## config.mk

```make
export PLATFORM = sky130hd
export DESIGN_NAME = bank_seq_top
export DESIGN_NICKNAME = d
export VERILOG_FILES = /design/src/rtl/bank_seq_pkg.sv /design/src/rtl/bank_seq_dp.sv /design/src/rtl/bank_seq_ctrl.sv /design/src/rtl/bank_seq_top.sv
export SDC_FILE = /design/constraint.sdc
export NUM_CORES = 1
export LEC_CHECK = 0
export BUFFER_PORTS_ARGS = -buffer_cell sky130_fd_sc_hd__buf_2
export CAP_MARGIN = 25
export CORE_AREA = 2 2 86 88
export CTS_CLUSTER_DIAMETER = 150
export CTS_CLUSTER_SIZE = 25
export DETAILED_ROUTE_END_ITERATION = 8
export DIE_AREA = 0 0 88 90
export GPL_ROUTABILITY_DRIVEN = 0
export PLACE_DENSITY = 0.73
export SYNTH_ARGS = -nofsm -noshare
export SYNTH_HDL_FRONTEND = slang
export SYNTH_SLANG_ARGS = --single-unit
```

## constraint.sdc

```tcl
create_clock -name clk -period 1.6 [get_ports clk]
set_input_delay 0 -clock clk [delete_from_list [all_inputs] [get_ports clk]]
set_output_delay 0 -clock clk [all_outputs]
set_load 0.01 [all_outputs]
```

## src/rtl/bank_seq_pkg.sv

```systemverilog
package bank_seq_pkg;

  typedef enum logic [1:0] {
    CMD_ACT = 2'd0,
    CMD_RD  = 2'd1,
    CMD_WR  = 2'd2,
    CMD_PRE = 2'd3
  } cmd_e;

  // strobes from control to datapath
  typedef struct packed {
    logic latchReq;
    logic doAct;
    logic doPre;
    logic doCol;
  } strobe_t;

  // status from datapath to control
  typedef struct packed {
    logic inOpen;
    logic inMatch;
    logic isWrite;
    logic trcOk;
    logic trcdOk;
    logic wtrOk;
    logic keepOpen;
  } status_t;

endpackage

```

## src/rtl/bank_seq_dp.sv

```systemverilog
module bank_seq_dp
  import bank_seq_pkg::*;
#(
  parameter int ROW_W = 14,
  parameter int COL_W = 10,
  parameter int CNT_W = 6
) (
  input  logic             clk,
  input  logic             rstN,
  input  strobe_t          strb,
  input  logic             reqWrite,
  input  logic [ROW_W-1:0] reqRow,
  input  logic [COL_W-1:0] reqCol,
  input  logic             pendValid,
  input  logic [ROW_W-1:0] pendRow,
  input  logic [CNT_W-1:0] cfgTrc,
  input  logic [CNT_W-1:0] cfgTrcd,
  input  logic [CNT_W-1:0] cfgTwtr,
  output status_t          stat,
  output logic [ROW_W-1:0] cmdRow,
  output logic [COL_W-1:0] cmdCol
);

  localparam logic [CNT_W-1:0] CNT_MAX = '1;
  localparam logic [CNT_W-1:0] CNT_ONE = CNT_W'(1);

  logic [ROW_W-1:0] rowQ;
  logic [COL_W-1:0] colQ;
  logic             wrQ;
  logic             openQ;
  logic [ROW_W-1:0] openRowQ;
  logic [CNT_W-1:0] sinceAct;
  logic [CNT_W-1:0] sinceWr;

  always_ff @(posedge clk) begin
    if (!rstN) begin
      rowQ     <= '0;
      colQ     <= '0;
      wrQ      <= 1'b0;
      openQ    <= 1'b0;
      openRowQ <= '0;
      sinceAct <= CNT_MAX;
      sinceWr  <= CNT_MAX;
    end else begin
      if (strb.latchReq) begin
        rowQ <= reqRow;
        colQ <= reqCol;
        wrQ  <= reqWrite;
      end
      if (strb.doAct) begin
        openQ    <= 1'b1;
        openRowQ <= rowQ;
        sinceAct <= CNT_ONE;
      end else if (sinceAct != CNT_MAX) begin
        sinceAct <= sinceAct + CNT_ONE;
      end
      if (strb.doPre) openQ <= 1'b0;
      if (strb.doCol && wrQ) begin
        sinceWr <= CNT_ONE;
      end else if (sinceWr != CNT_MAX) begin
        sinceWr <= sinceWr + CNT_ONE;
      end
    end
  end

  always_comb begin
    stat.inOpen   = openQ;
    stat.inMatch  = (openRowQ == reqRow);
    stat.isWrite  = wrQ;
    stat.trcOk    = (sinceAct >= cfgTrc);
    stat.trcdOk   = (sinceAct >= cfgTrcd);
    stat.wtrOk    = (sinceWr >= cfgTwtr);
    stat.keepOpen = pendValid && (pendRow == rowQ);
  end

  assign cmdRow = rowQ;
  assign cmdCol = colQ;

endmodule

```

## src/rtl/bank_seq_ctrl.sv

```systemverilog
module bank_seq_ctrl
  import bank_seq_pkg::*;
(
  input  logic    clk,
  input  logic    rstN,
  input  logic    cfgClosedRow,
  input  logic    reqValid,
  output logic    reqReady,
  output logic    cmdValid,
  input  logic    cmdReady,
  output cmd_e    cmdKind,
  input  status_t stat,
  output strobe_t strb,
  output logic    respHit,
  output logic    respMiss,
  output logic    respConflict
);

  typedef enum logic [2:0] {
    S_IDLE, S_PRE, S_ACT, S_COL, S_CLOSE
  } state_e;

  state_e state, nextState;
  logic   fire;

  always_comb begin
    reqReady  = 1'b0;
    cmdValid  = 1'b0;
    cmdKind   = CMD_ACT;
    strb      = '0;
    nextState = state;
    fire      = 1'b0;
    unique case (state)
      S_IDLE: begin
        reqReady      = 1'b1;
        strb.latchReq = reqValid;
        if (reqValid) begin
          if (!stat.inOpen)     nextState = S_ACT;
          else if (stat.inMatch) nextState = S_COL;
          else                   nextState = S_PRE;
        end
      end
      S_PRE, S_CLOSE: begin
        cmdValid   = 1'b1;
        cmdKind    = CMD_PRE;
        fire       = cmdReady;
        strb.doPre = fire;
        if (fire) nextState = (state == S_PRE) ? S_ACT : S_IDLE;
      end
      S_ACT: begin
        cmdValid   = stat.trcOk;
        cmdKind    = CMD_ACT;
        fire       = cmdValid && cmdReady;
        strb.doAct = fire;
        if (fire) nextState = S_COL;
      end
      S_COL: begin
        cmdValid   = stat.trcdOk && (stat.isWrite || stat.wtrOk);
        cmdKind    = stat.isWrite ? CMD_WR : CMD_RD;
        fire       = cmdValid && cmdReady;
        strb.doCol = fire;
        if (fire) nextState = (cfgClosedRow && !stat.keepOpen) ? S_CLOSE : S_IDLE;
      end
      default: nextState = S_IDLE;
    endcase
  end

  always_ff @(posedge clk) begin
    if (!rstN) begin
      state        <= S_IDLE;
      respHit      <= 1'b0;
      respMiss     <= 1'b0;
      respConflict <= 1'b0;
    end else begin
      state        <= nextState;
      respHit      <= strb.latchReq && stat.inOpen && stat.inMatch;
      respMiss     <= strb.latchReq && !stat.inOpen;
      respConflict <= strb.latchReq && stat.inOpen && !stat.inMatch;
    end
  end

endmodule

```

## src/rtl/bank_seq_top.sv

```systemverilog
module bank_seq_top
  import bank_seq_pkg::*;
#(
  parameter int ROW_W = 14,
  parameter int COL_W = 10,
  parameter int CNT_W = 6
) (
  input  logic             clk,
  input  logic             rstN,
  input  logic             cfgClosedRow,
  input  logic [CNT_W-1:0] cfgTrc,
  input  logic [CNT_W-1:0] cfgTrcd,
  input  logic [CNT_W-1:0] cfgTwtr,
  input  logic             reqValid,
  output logic             reqReady,
  input  logic             reqWrite,
  input  logic [ROW_W-1:0] reqRow,
  input  logic [COL_W-1:0] reqCol,
  input  logic             pendValid,
  input  logic [ROW_W-1:0] pendRow,
  output logic             cmdValid,
  input  logic             cmdReady,
  output logic [1:0]       cmdKind,
  output logic [ROW_W-1:0] cmdRow,
  output logic [COL_W-1:0] cmdCol,
  output logic             respHit,
  output logic             respMiss,
  output logic             respConflict
);

  strobe_t strb;
  status_t stat;
  cmd_e    kind;

  bank_seq_ctrl u_ctrl (
    .clk, .rstN, .cfgClosedRow, .reqValid, .reqReady,
    .cmdValid, .cmdReady, .cmdKind(kind), .stat, .strb,
    .respHit, .respMiss, .respConflict
  );

  bank_seq_dp #(.ROW_W(ROW_W), .COL_W(COL_W), .CNT_W(CNT_W)) u_dp (
    .clk, .rstN, .strb, .reqWrite, .reqRow, .reqCol, .pendValid, .pendRow,
    .cfgTrc, .cfgTrcd, .cfgTwtr, .stat, .cmdRow, .cmdCol
  );

  assign cmdKind = kind;

endmodule

```

==> impl.org <==
** Clock tree
- Worst-Skew Late Latency :: 330 ps
- Clock-pin slew on the worst setup and hold paths :: 60 ps
- Maximum clock path buffer count :: 2
- The clock tree synthesis step divided the H-tree into 3 levels.
- TritonCTS buffer count :: 9
- TritonCTS built the clock tree.
- Number of sinks on the clock net :: slightly below 60
- Clock Tree Root :: clkbuf_8

** Setup path
- STA classifies the critical path endpoint as a primary output.
- The worst setup path is launched from a flip-flop.
- At the worst endpoint, the arrival time is 1920 ps.
- Type of the setup path with the least slack :: flip-flop to primary output
- For the worst setup path, the data required time is roughly 1600 ps.
- Along the worst path, the maximum fanout reaches 2.
- Tracing the worst setup path back leads to its startpoint at u_dp.sinceAct[0].
- Worst r2r src :: u_dp.sinceAct[0]

** Placed design
- The wire-length estimate of the detail-placed layout is around 5.7 mm.
- The count of buffers added on input and output ports is 93.

** Synth
- Cell count after synthesis :: ~380
- Most instantiated flip-flop cell in the synthesis netlist :: dfxtp_1
- Synth Area per Inst :: slightly above 8 um^2
- After synthesis the netlist holds a flip-flop and latch count of 58.
- Cell area after synthesis :: 3160 um^2
- Post-synth EDFFs :: 0
- Ys async rst share :: 0%
- When the netlist entered floorplanning its net count stood at 466.
- Warnings from Yosys :: 0
- Distinct cell type count after synthesis :: 46
- After synthesis, flip-flops and latches occupy 36.7% of the total area.

** STA
- Setup repair after global routing could not meet its margin everywhere.
- Dividing the final minimum period by the clock period gives 120%.
- Final setup vio count :: 31
- The number of max-slew violations in the final report is 0.
- The total count of hold-check failures in the final report is 0.
- Aggregate negative setup slack :: -5130 ps
- Max-slew headroom :: 58.3%
- Timing would allow up to between 0.5 and 0.6 GHz.
- Final worst-path setup slack :: -316 ps
- Worst-margin pin slew :: about 630 ps
- Crit path time final :: 1920 ps
- Setup clock skew after layout :: roughly 10 ps

** Flow run
- The tool flagged a number of max-cap violations equal to 0.

** Min path
- Startpoint of the tightest hold check path :: cmdReady
- Class of the most critical hold timing path :: input pin to flip-flop

** Routing
- Wires add up to 8.89 mm.
- For this run, the detailed router's first-pass iteration total came to 4.
- Routed wire per std cell :: around 14 um
- The detailed router finished its first iteration with approximately 150 violations.
- Once detail routing completed, the nets flagged for antenna violations numbered 0.
- Detailed routing inserted a total of approximately 3200 vias.
- Residual DRC count :: 0
- In the routed layout, each cell is associated on average with a via count of around 5.0.

** Final layout
- Of the cells placed in the final design, the portion with a size suffix greater than 1 is between 30% and 40%.
- Cells fill roughly two thirds of the core in the end.
- Layout Nets :: 624
- The library cell used most frequently in the layout, excluding fill and tap cells, is buf_2.
- Most used cells in the layout excluding fill and tap cells :: buf_2 (93), nand2_1 (71), dfxtp_1 (50)
- 0 antenna diodes ended up in the layout.
- The area growth from synthesis to layout is 50.2%.

** Status
- Violated checks :: negative setup slack
- The run finished, with violations left.

** Global route
- Initial antenna violation count :: 0
- The first global-routing pass estimated around 14 mm of wire.
- Aggregate global-route resource usage :: 22.3%
- Entering global routing, the biggest net connects 34 pins.
- Overall overflow remaining after global route :: 0
- The via count of the first global-routing pass was 3151.

** Floorplan
- For this configuration, the core starts out at a cell density of roughly 45%.
- Number of core rows :: 31
- Die Y :: ~90 um
- Pin placement for this block handled 94 I/O pins.
- Die footprint :: 7920 um^2
- The die is just under 90 um wide.
- The total area inside the core boundary comes to roughly 7000 um^2.

** Power and ir drop
- IR Drop Worst-Case VDD :: slightly above 600 uV
- Pwr Density :: around 1300 nW/um^2
- The analysis attributes to cell leakage a power of approximately 0.0022 uW.
- Power comes to about 6000 uW.
==> critical path, stage by stage, from the launching register on <==
cell and delay, ps:
dfxtp_2 330, inv_2 40, ha_1 260, nand2b_4 120, a21oi_4 50, o21ai_2 190, nand3_2 120, buf_4 150
nand2_1 70, o211a_1 140, buf_2 120
==> kinds of logic after synthesis <==
| group | synth area share (%) |
|---|---|
| compound gates | 16.1 |
| flops | 36.7 |
| fa+ha+maj | 7.92 |
| buf+inv | 5.78 |
| simple gates | 23.3 |
| mux | 1.31 |
| xor+xnor | 8.87 |
==> layout make-up <==
| type | instances | area [um^2] |
|---|---|---|
| clock buffers | 12 | 155 |
| well taps | 99 | 124 |
| inverters | 20 | 75.1 |
| repair buffers | 166 | 1180 |
| clock inverters | 3 | 15.0 |
| multi-input cells | 286 | 2020 |
| fillers | 580 | 2270 |
| flip-flops and latches | 58 | 1170 |
==> registers in the layout, summed over array words and instances (netlist names) <==
name,cells
u_dp.cmdRow,14
u_dp.openRowQ,14
u_dp.cmdCol,10
u_dp.sinceAct,6
u_dp.sinceWr,6
u_ctrl.state,3
u_ctrl.respConflict,1
u_ctrl.respHit,1
u_ctrl.respMiss,1
u_dp.openQ,1
u_dp.wrQ,1
==> through the flow <==
| stage | setup slack [ps] | instance area [um^2] | instances | hold slack [ps] |
|---|---|---|---|---|
| after global routing | -395 | 4750 | 644 | 158 |
| after global placement | -132 | 4000 | 592 | 239 |
| final | -316 | 4750 | 644 | 127 |
| after detailed placement | -179 | 4000 | 592 | 246 |
| after CTS | -286 | 4600 | 643 | 92.1 |
| after floorplan | -63.7 | 3210 | 383 | 135 |
==> synth_stat cells (6+ instances only) <==
library cell,count,area share [%]
nand2_1,71,8.4
dfxtp_1,58,37
nand3_1,27,4.3
o21ai_0,24,3.8
a21boi_1,20,4.8
ha_1,20,7.9
inv_1,20,2.4
xnor2_1,16,4.4
xor2_1,16,4.4
o21ai_1,12,1.9
nor2_1,10,1.2
clkbuf_1,9,1.1
a21boi_0,6,1.4
nand4_1,6,1.2
==> worst paths after layout <==
kind,end,slack [ps],depth (start not counted)
max,cmdValid,-320,10
min,u_ctrl.state[2],130,4
max reg2reg,u_dp.openRowQ[10],-240,11
min reg2reg,u_dp.cmdCol[0],450,2
==> layer usage <==
metal / track usage, % / wire (um) / vias up
met5: 0 / 0 / -
met4: 7.18 / 162 / 0
met3: 2.85 / 428 / 15
met2: 39.0 / 4620 / 104
met1: 28.0 / 3680 / 1492
li1: - / - / 1629
==> timing repair <==
item | CTS | global route
gates cloned | 3 | 0
gates resized for setup | 18 | 30
setup buffers | 7 | 2
pin swaps | 11 | 9
hold endpoints to repair | 26 | 0
hold buffers | 26 | 0
setup endpoints to repair | 31 | 33
==> report_power, final <==
part | internal [uW] | switching (uW)
combinational | 1470 | 1430
clock | 630 | 551
sequential | 1710 | 233
total | 3810 | 2210
Power figures use the tool's default switching activity.
